**src/rtl/tmr_irq_pkg.sv**
```systemverilog
`timescale 1ns/1ps
package tmr_irq_pkg;

  localparam int NSRC  = 4;
  localparam int NCMP  = 2;
  localparam int REG_W = 8;

  // Source indices used on set/clear/ack/irq vectors
  localparam int IDX_OVF  = 0;
  localparam int IDX_CMPA = 1;
  localparam int IDX_CMPB = 2;
  localparam int IDX_CAP  = 3;

  localparam logic ADDR_FLAG = 1'b0;
  localparam logic ADDR_MASK = 1'b1;

  // Register bit position of each source
  function automatic int src_pos(input int idx);
    case (idx)
      IDX_OVF:  return 0;
      IDX_CMPA: return 1;
      IDX_CMPB: return 2;
      default:  return 5;
    endcase
  endfunction

  // Source vector -> register image, unused bits zero
  function automatic logic [REG_W-1:0] pack_bits(input logic [NSRC-1:0] v);
    logic [REG_W-1:0] r;
    r = '0;
    for (int i = 0; i < NSRC; i++) r[src_pos(i)] = v[i];
    return r;
  endfunction

  // Register image -> source vector
  function automatic logic [NSRC-1:0] unpack_bits(input logic [REG_W-1:0] d);
    logic [NSRC-1:0] v;
    for (int i = 0; i < NSRC; i++) v[i] = d[src_pos(i)];
    return v;
  endfunction

  // Sticky flag update: set dominates clear
  function automatic logic flag_next(input logic cur, input logic set, input logic clr);
    return set | (cur & ~clr);
  endfunction

  // Capture flag source selection by mode
  function automatic logic cap_source(input logic top_mode, input logic tick,
                                      input logic at_top, input logic edge_s);
    return top_mode ? (tick & at_top) : edge_s;
  endfunction

endpackage

```
**src/rtl/tmr_irq_evt.sv**
```systemverilog
`timescale 1ns/1ps
module tmr_irq_evt
  import tmr_irq_pkg::*;
#(
  parameter int N_SRC = NSRC,
  parameter int N_CMP = NCMP
) (
  input  logic             clk,
  input  logic             rst_n,
  input  logic             tick_en,
  input  logic             cap_edge,
  input  logic             cnt_at_top,
  input  logic [N_CMP-1:0] cmp_match,
  input  logic [N_CMP-1:0] cmp_force,
  input  logic             ovf_evt,
  input  logic             cap_is_top,
  output logic [N_SRC-1:0] set_vec
);

  logic [N_CMP-1:0] cmp_set;

  // One pending stage per compare channel, advanced on timer ticks only
  for (genvar c = 0; c < N_CMP; c++) begin : g_cmp
    logic pend_q;
    always_ff @(posedge clk or negedge rst_n) begin
      if (!rst_n)       pend_q <= 1'b0;
      else if (tick_en) pend_q <= cmp_match[c] & ~cmp_force[c];
    end
    assign cmp_set[c] = tick_en & pend_q;
  end

  always_comb begin
    set_vec           = '0;
    set_vec[IDX_OVF]  = tick_en & ovf_evt;
    set_vec[IDX_CMPA] = cmp_set[0];
    set_vec[IDX_CMPB] = cmp_set[1];
    set_vec[IDX_CAP]  = cap_source(cap_is_top, tick_en, cnt_at_top, cap_edge);
  end

endmodule

```
**src/rtl/tmr_irq_flags.sv**
```systemverilog
`timescale 1ns/1ps
module tmr_irq_flags
  import tmr_irq_pkg::*;
#(
  parameter int N_SRC = NSRC
) (
  input  logic             clk,
  input  logic             rst_n,
  input  logic [N_SRC-1:0] set_vec,
  input  logic [N_SRC-1:0] clr_vec,
  output logic [N_SRC-1:0] flag_q
);

  for (genvar i = 0; i < N_SRC; i++) begin : g_flag
    logic f_q;
    always_ff @(posedge clk or negedge rst_n) begin
      if (!rst_n) f_q <= 1'b0;
      else        f_q <= flag_next(f_q, set_vec[i], clr_vec[i]);
    end
    assign flag_q[i] = f_q;
  end

endmodule

```
**src/rtl/tmr_irq_regs.sv**
```systemverilog
`timescale 1ns/1ps
module tmr_irq_regs
  import tmr_irq_pkg::*;
#(
  parameter int N_SRC = NSRC,
  parameter int DW    = REG_W
) (
  input  logic             clk,
  input  logic             rst_n,
  input  logic             reg_addr,
  input  logic             reg_wr,
  input  logic [DW-1:0]    reg_wdata,
  input  logic [N_SRC-1:0] ack,
  input  logic [N_SRC-1:0] flag_q,
  output logic [N_SRC-1:0] en_q,
  output logic [N_SRC-1:0] clr_vec,
  output logic [DW-1:0]    reg_rdata
);

  logic wr_flag, wr_mask;
  logic [N_SRC-1:0] wr_bits;

  assign wr_flag = reg_wr && (reg_addr == ADDR_FLAG);
  assign wr_mask = reg_wr && (reg_addr == ADDR_MASK);
  assign wr_bits = unpack_bits(reg_wdata);

  always_ff @(posedge clk or negedge rst_n) begin
    if (!rst_n)       en_q <= '0;
    else if (wr_mask) en_q <= wr_bits;
  end

  assign clr_vec   = ack | (wr_flag ? wr_bits : '0);
  assign reg_rdata = (reg_addr == ADDR_MASK) ? pack_bits(en_q) : pack_bits(flag_q);

endmodule

```
**src/rtl/tmr_irq_unit.sv**
```systemverilog
`timescale 1ns/1ps
module tmr_irq_unit
  import tmr_irq_pkg::*;
(
  input  logic             clk,
  input  logic             rst_n,
  input  logic             tick_en,
  input  logic             cap_edge,
  input  logic             cnt_at_top,
  input  logic             cmpa_match,
  input  logic             cmpb_match,
  input  logic             force_a,
  input  logic             force_b,
  input  logic             ovf_evt,
  input  logic             cap_is_top,
  input  logic             gie,
  input  logic             reg_addr,
  input  logic             reg_wr,
  input  logic [REG_W-1:0] reg_wdata,
  output logic [REG_W-1:0] reg_rdata,
  input  logic [NSRC-1:0]  ack,
  output logic [NSRC-1:0]  irq
);

  // Named internal events, observed by the bound checker
  logic [NSRC-1:0] set_vec;
  logic [NSRC-1:0] clr_vec;
  logic [NSRC-1:0] flag_q;
  logic [NSRC-1:0] en_q;

  tmr_irq_evt #(.N_SRC(NSRC), .N_CMP(NCMP)) u_evt (
    .clk        (clk),
    .rst_n      (rst_n),
    .tick_en    (tick_en),
    .cap_edge   (cap_edge),
    .cnt_at_top (cnt_at_top),
    .cmp_match  ({cmpb_match, cmpa_match}),
    .cmp_force  ({force_b, force_a}),
    .ovf_evt    (ovf_evt),
    .cap_is_top (cap_is_top),
    .set_vec    (set_vec)
  );

  tmr_irq_flags #(.N_SRC(NSRC)) u_flags (
    .clk     (clk),
    .rst_n   (rst_n),
    .set_vec (set_vec),
    .clr_vec (clr_vec),
    .flag_q  (flag_q)
  );

  tmr_irq_regs #(.N_SRC(NSRC), .DW(REG_W)) u_regs (
    .clk       (clk),
    .rst_n     (rst_n),
    .reg_addr  (reg_addr),
    .reg_wr    (reg_wr),
    .reg_wdata (reg_wdata),
    .ack       (ack),
    .flag_q    (flag_q),
    .en_q      (en_q),
    .clr_vec   (clr_vec),
    .reg_rdata (reg_rdata)
  );

  assign irq = flag_q & en_q & {NSRC{gie}};

endmodule

```
**config.mk**
```make
export PLATFORM = sky130hd
export DESIGN_NAME = tmr_irq_unit
export DESIGN_NICKNAME = d
export VERILOG_FILES = /design/src/rtl/tmr_irq_pkg.sv /design/src/rtl/tmr_irq_evt.sv /design/src/rtl/tmr_irq_flags.sv /design/src/rtl/tmr_irq_regs.sv /design/src/rtl/tmr_irq_unit.sv
export SDC_FILE = /design/constraint.sdc
export NUM_CORES = 1
export LEC_CHECK = 0
export ABC_AREA = 0
export BUFFER_PORTS_ARGS = -buffer_cell sky130_fd_sc_hd__buf_2
export CELL_PAD_IN_SITES_DETAIL_PLACEMENT = 2
export CELL_PAD_IN_SITES_GLOBAL_PLACEMENT = 2
export CORE_MARGIN = 3
export CORE_UTILIZATION = 24
export DETAILED_ROUTE_END_ITERATION = 8
export PLACE_DENSITY_LB_ADDON = 0.1
export SYNTH_ARGS = -nofsm -noshare
export SYNTH_HDL_FRONTEND = slang
export SYNTH_HIERARCHICAL = 1
export SYNTH_SLANG_ARGS = --single-unit
```
**constraint.sdc**
```tcl
create_clock -name clk -period 1.7 [get_ports clk]
set_clock_uncertainty 0.05 [all_clocks]
set_input_delay 0.34 -clock clk [delete_from_list [all_inputs] [get_ports clk]]
set_output_delay 0.34 -clock clk [all_outputs]
set_load 0.01 [all_outputs]
```
==> summary.md <==
| Metric | Value |
|---|---|
| Status | completed |
| CTS Root Cell | clkbuf_4 |
| M1 GR Usage | 0.111 |
| DP Area | 729 µm² |
| Post-Route WL | 1.41 mm |
| CTS sink count | 10 |
| Core Box Area | 2300 µm² |
| Initial core utilization | 0.260 |
| Slowest stage cell, crit path | dfrtp_1 |
| Crit path max fanout | 3 |
| Place WS | 318 ps |
| Routed vias | 492 |
| Max_cap viols | 0 |
| CP startpoint kind | register |
| Period utilisation layout | 0.864 |
| Met3 Use GR | 0.0325 |
| Gr busiest metal | met2 |
| Accumulated negative setup slack | 0 ps |
| Fin area | 776 µm² |
| Remaining Overflow, GRT | 0 |
| N_diodes | 0 |
| Vias in the first global route | 487 |
| IO buf count | 29 |
| Pleak | 0.478 nW |
| Crit-path cells | mux2_2 > buf_2 |
| # IOs | 38 |
| GPL Wtd Cong | 0.669 |
| Post-CTS sizing | 0 |
| Simple-Gate Fraction of Synth Area | 0.128 |
| Routed Antenna Nets | 0 |
| Tot Pwr | 0.645 mW |
| Final Max Tran Viols | 0 |
| DRC Markers | 0 |
| Layout cells sized above 1 | 0.523 |
| Setup-failing EPs final | 0 |
| Fin nets | 113 |
| Yosys warning count | 6 |
| Arr. time, crit path | 1080 ps |
| Synth Register Bits | 10 |
| Worst setup margin | 230 ps |
| Largest net degree at the start of global routing | 11 |
| Post-Syn Instances | 57 |
| Mux share of post-synthesis cell area | 0.176 |
| M2 GR Usage | 0.144 |
| Switch Pwr | 0.168 mW |
| Synth cell count leaders | dfrtp_1, a21o_1, buf_4 |
| Clk buf depth | 2 |
| Post-DP HPWL | 1.14 mm |
| Worst skew pair latency | 270 ps |
| Placed cell count | 109 |
| Sequential area share after synthesis | 0.418 |
| Die height | 55.9 µm |
| First-pass GRT wire length | 2.29 mm |
| Syn Area/Cell | 10.5 µm² |
| Hold WC Path Type | input port to register |
| Fin cells | 114 |
| P per Cell Area | 831 nW/µm² |
| Critical path type | register to output pin |
| Clock Power Share | 0.339 |
| EDFF count, synth | 0 |
| Comb pwr share | 0.220 |
| Max VDD drop | 0.350 mV |
| Total CTS buffers | 3 |
| Top-area cell type share of the netlist area | 0.418 |
| Synth Area in Compound Gates | 0.128 |
| Sequential group share of total power | 0.441 |
| Hold-fix buffers, CTS | 1 |
| Distinct cells, synth | 16 |
| Asr flop ratio synth | 1.00 |
| FP Rows | 17 |
| Max Clk Rate | 680 MHz |
| Total die area | 3130 µm² |
| Main combinational cell family by area after synthesis | multiplexers |
| Worst setup EP type | output pin |
| DR iter-0 viols | 0 |
| Cell Area, Synth | 598 µm² |
| CTS tree | yes |
| DR WL/cell | 12.3 µm |
| Critical path data required time | 1310 ps |
| Drt first pass iters | 1 |
| P_int | 0.477 mW |
| Number of H-tree levels | 1 |
| Synth Area in Adders | 0 |
| Initial antenna violation count | 0 |
| Minimum clock period | 1470 ps |
| Vias per cell | 4.32 |
| Count leader, synth | dfrtp_1 |
| Die W | 55.9 µm |
| Area Overhead vs Synth | 29.7% |
| Setup bufs post-CTS | 0 |
| RSZ-0062 raised after global routing | false |
| Final Hold Viols | 0 |
| Switching share of total power | 0.261 |
| Clock Pin Slew Worst Setup and Hold Paths | 70 ps |
| Critical Path Max Stage Delay | 410 ps |
| Ys flop type | dfrtp_1 |
| Synth top area cells | dfrtp_1, a21o_1, buf_4 |
| Largest area contributor in the netlist | dfrtp_1 |
| Post-Synth XOR/XNOR Area | 0 |
| Gr usage total | 0.0941 |
-- kinds of logic after synthesis --
group	Yosys count
compound gates	11
buf+inv	15
flops	10
mux	8
other cells	1
simple gates	12
-- final timing paths --
path                                                    from                           endpoint  slack [ps]  depth (start not counted)
setup / recovery             u_flags/g_flag[2].f_q$_DFF_PN0_                       reg_rdata[2]         230                          2
min in group asynchronous                              rst_n         u_regs/en_q[2]$_DFFE_PN0P_         420                          2
max in group asynchronous                              rst_n    u_flags/g_flag[1].f_q$_DFF_PN0_         990                          2
hold reg to reg              u_flags/g_flag[3].f_q$_DFF_PN0_    u_flags/g_flag[3].f_q$_DFF_PN0_         460                          1
setup reg to reg           u_evt/g_cmp[1].pend_q$_DFFE_PN0P_    u_flags/g_flag[2].f_q$_DFF_PN0_         840                          2
hold / removal                                       force_a  u_evt/g_cmp[0].pend_q$_DFFE_PN0P_         190                          2
-- layer usage --
metal	up-vias	routed length, µm
met5	-	0
met3	2	142
met2	27	652
met1	227	597
met4	0	14
li1	236	-
-- area by class of cell --
| type | instances | area (µm²) |
|---|---|---|
| Clock buffer | 4 | 36.3 |
| Multi-Input combinational cell | 35 | 273 |
| Sequential cell | 10 | 250 |
| Inverter | 7 | 26.3 |
| Timing Repair Buffer | 30 | 155 |
| Tap cell | 28 | 35.0 |
| Fill cell | 268 | 1520 |
-- stage by stage --
stage                     utilization  hold WS [ps]
after floorplan                     -         -5.59
after global placement          0.318           173
after detailed placement        0.318           171
after CTS                       0.338           178
after global routing            0.338           178
final                           0.338           188
-- power groups by stage --
stage,combinational (mW),clock [mW],sequential [mW]
after global placement,0.139,0,0.287
final,0.142,0.219,0.284
after global routing,0.157,0.243,0.288
after CTS,0.146,0.227,0.284
after detailed placement,0.142,0,0.289
after floorplan,0.102,0,0.281
-- critical path: cells and delay by family (launching register included) --
kind,cells,cell delay [ps]
buffers and inverters,1,140
muxes,1,270
DFF,1,410
-- cells in the final DEF (no fill, tap or decap), types with 2 or more instances in the layout --
| cell | instances |
|---|---|
| and2_2 | 3 |
| inv_1 | 7 |
| buf_2 | 29 |
| a21o_1 | 8 |
| dfrtp_1 | 10 |
| and3_1 | 4 |
| conb_1 | 4 |
| mux2_2 | 4 |
| mux2_4 | 4 |
| clkbuf_4 | 3 |
| o21ai_0 | 2 |
-- flip-flops by register name, indices dropped and copies added, names as in the netlist --
register            cells
u_regs/en_q             4
u_evt/g_cmp.pend_q      2
u_flags/g_flag.f_q      4
Note: power is estimated with default switching activity, not from simulation.
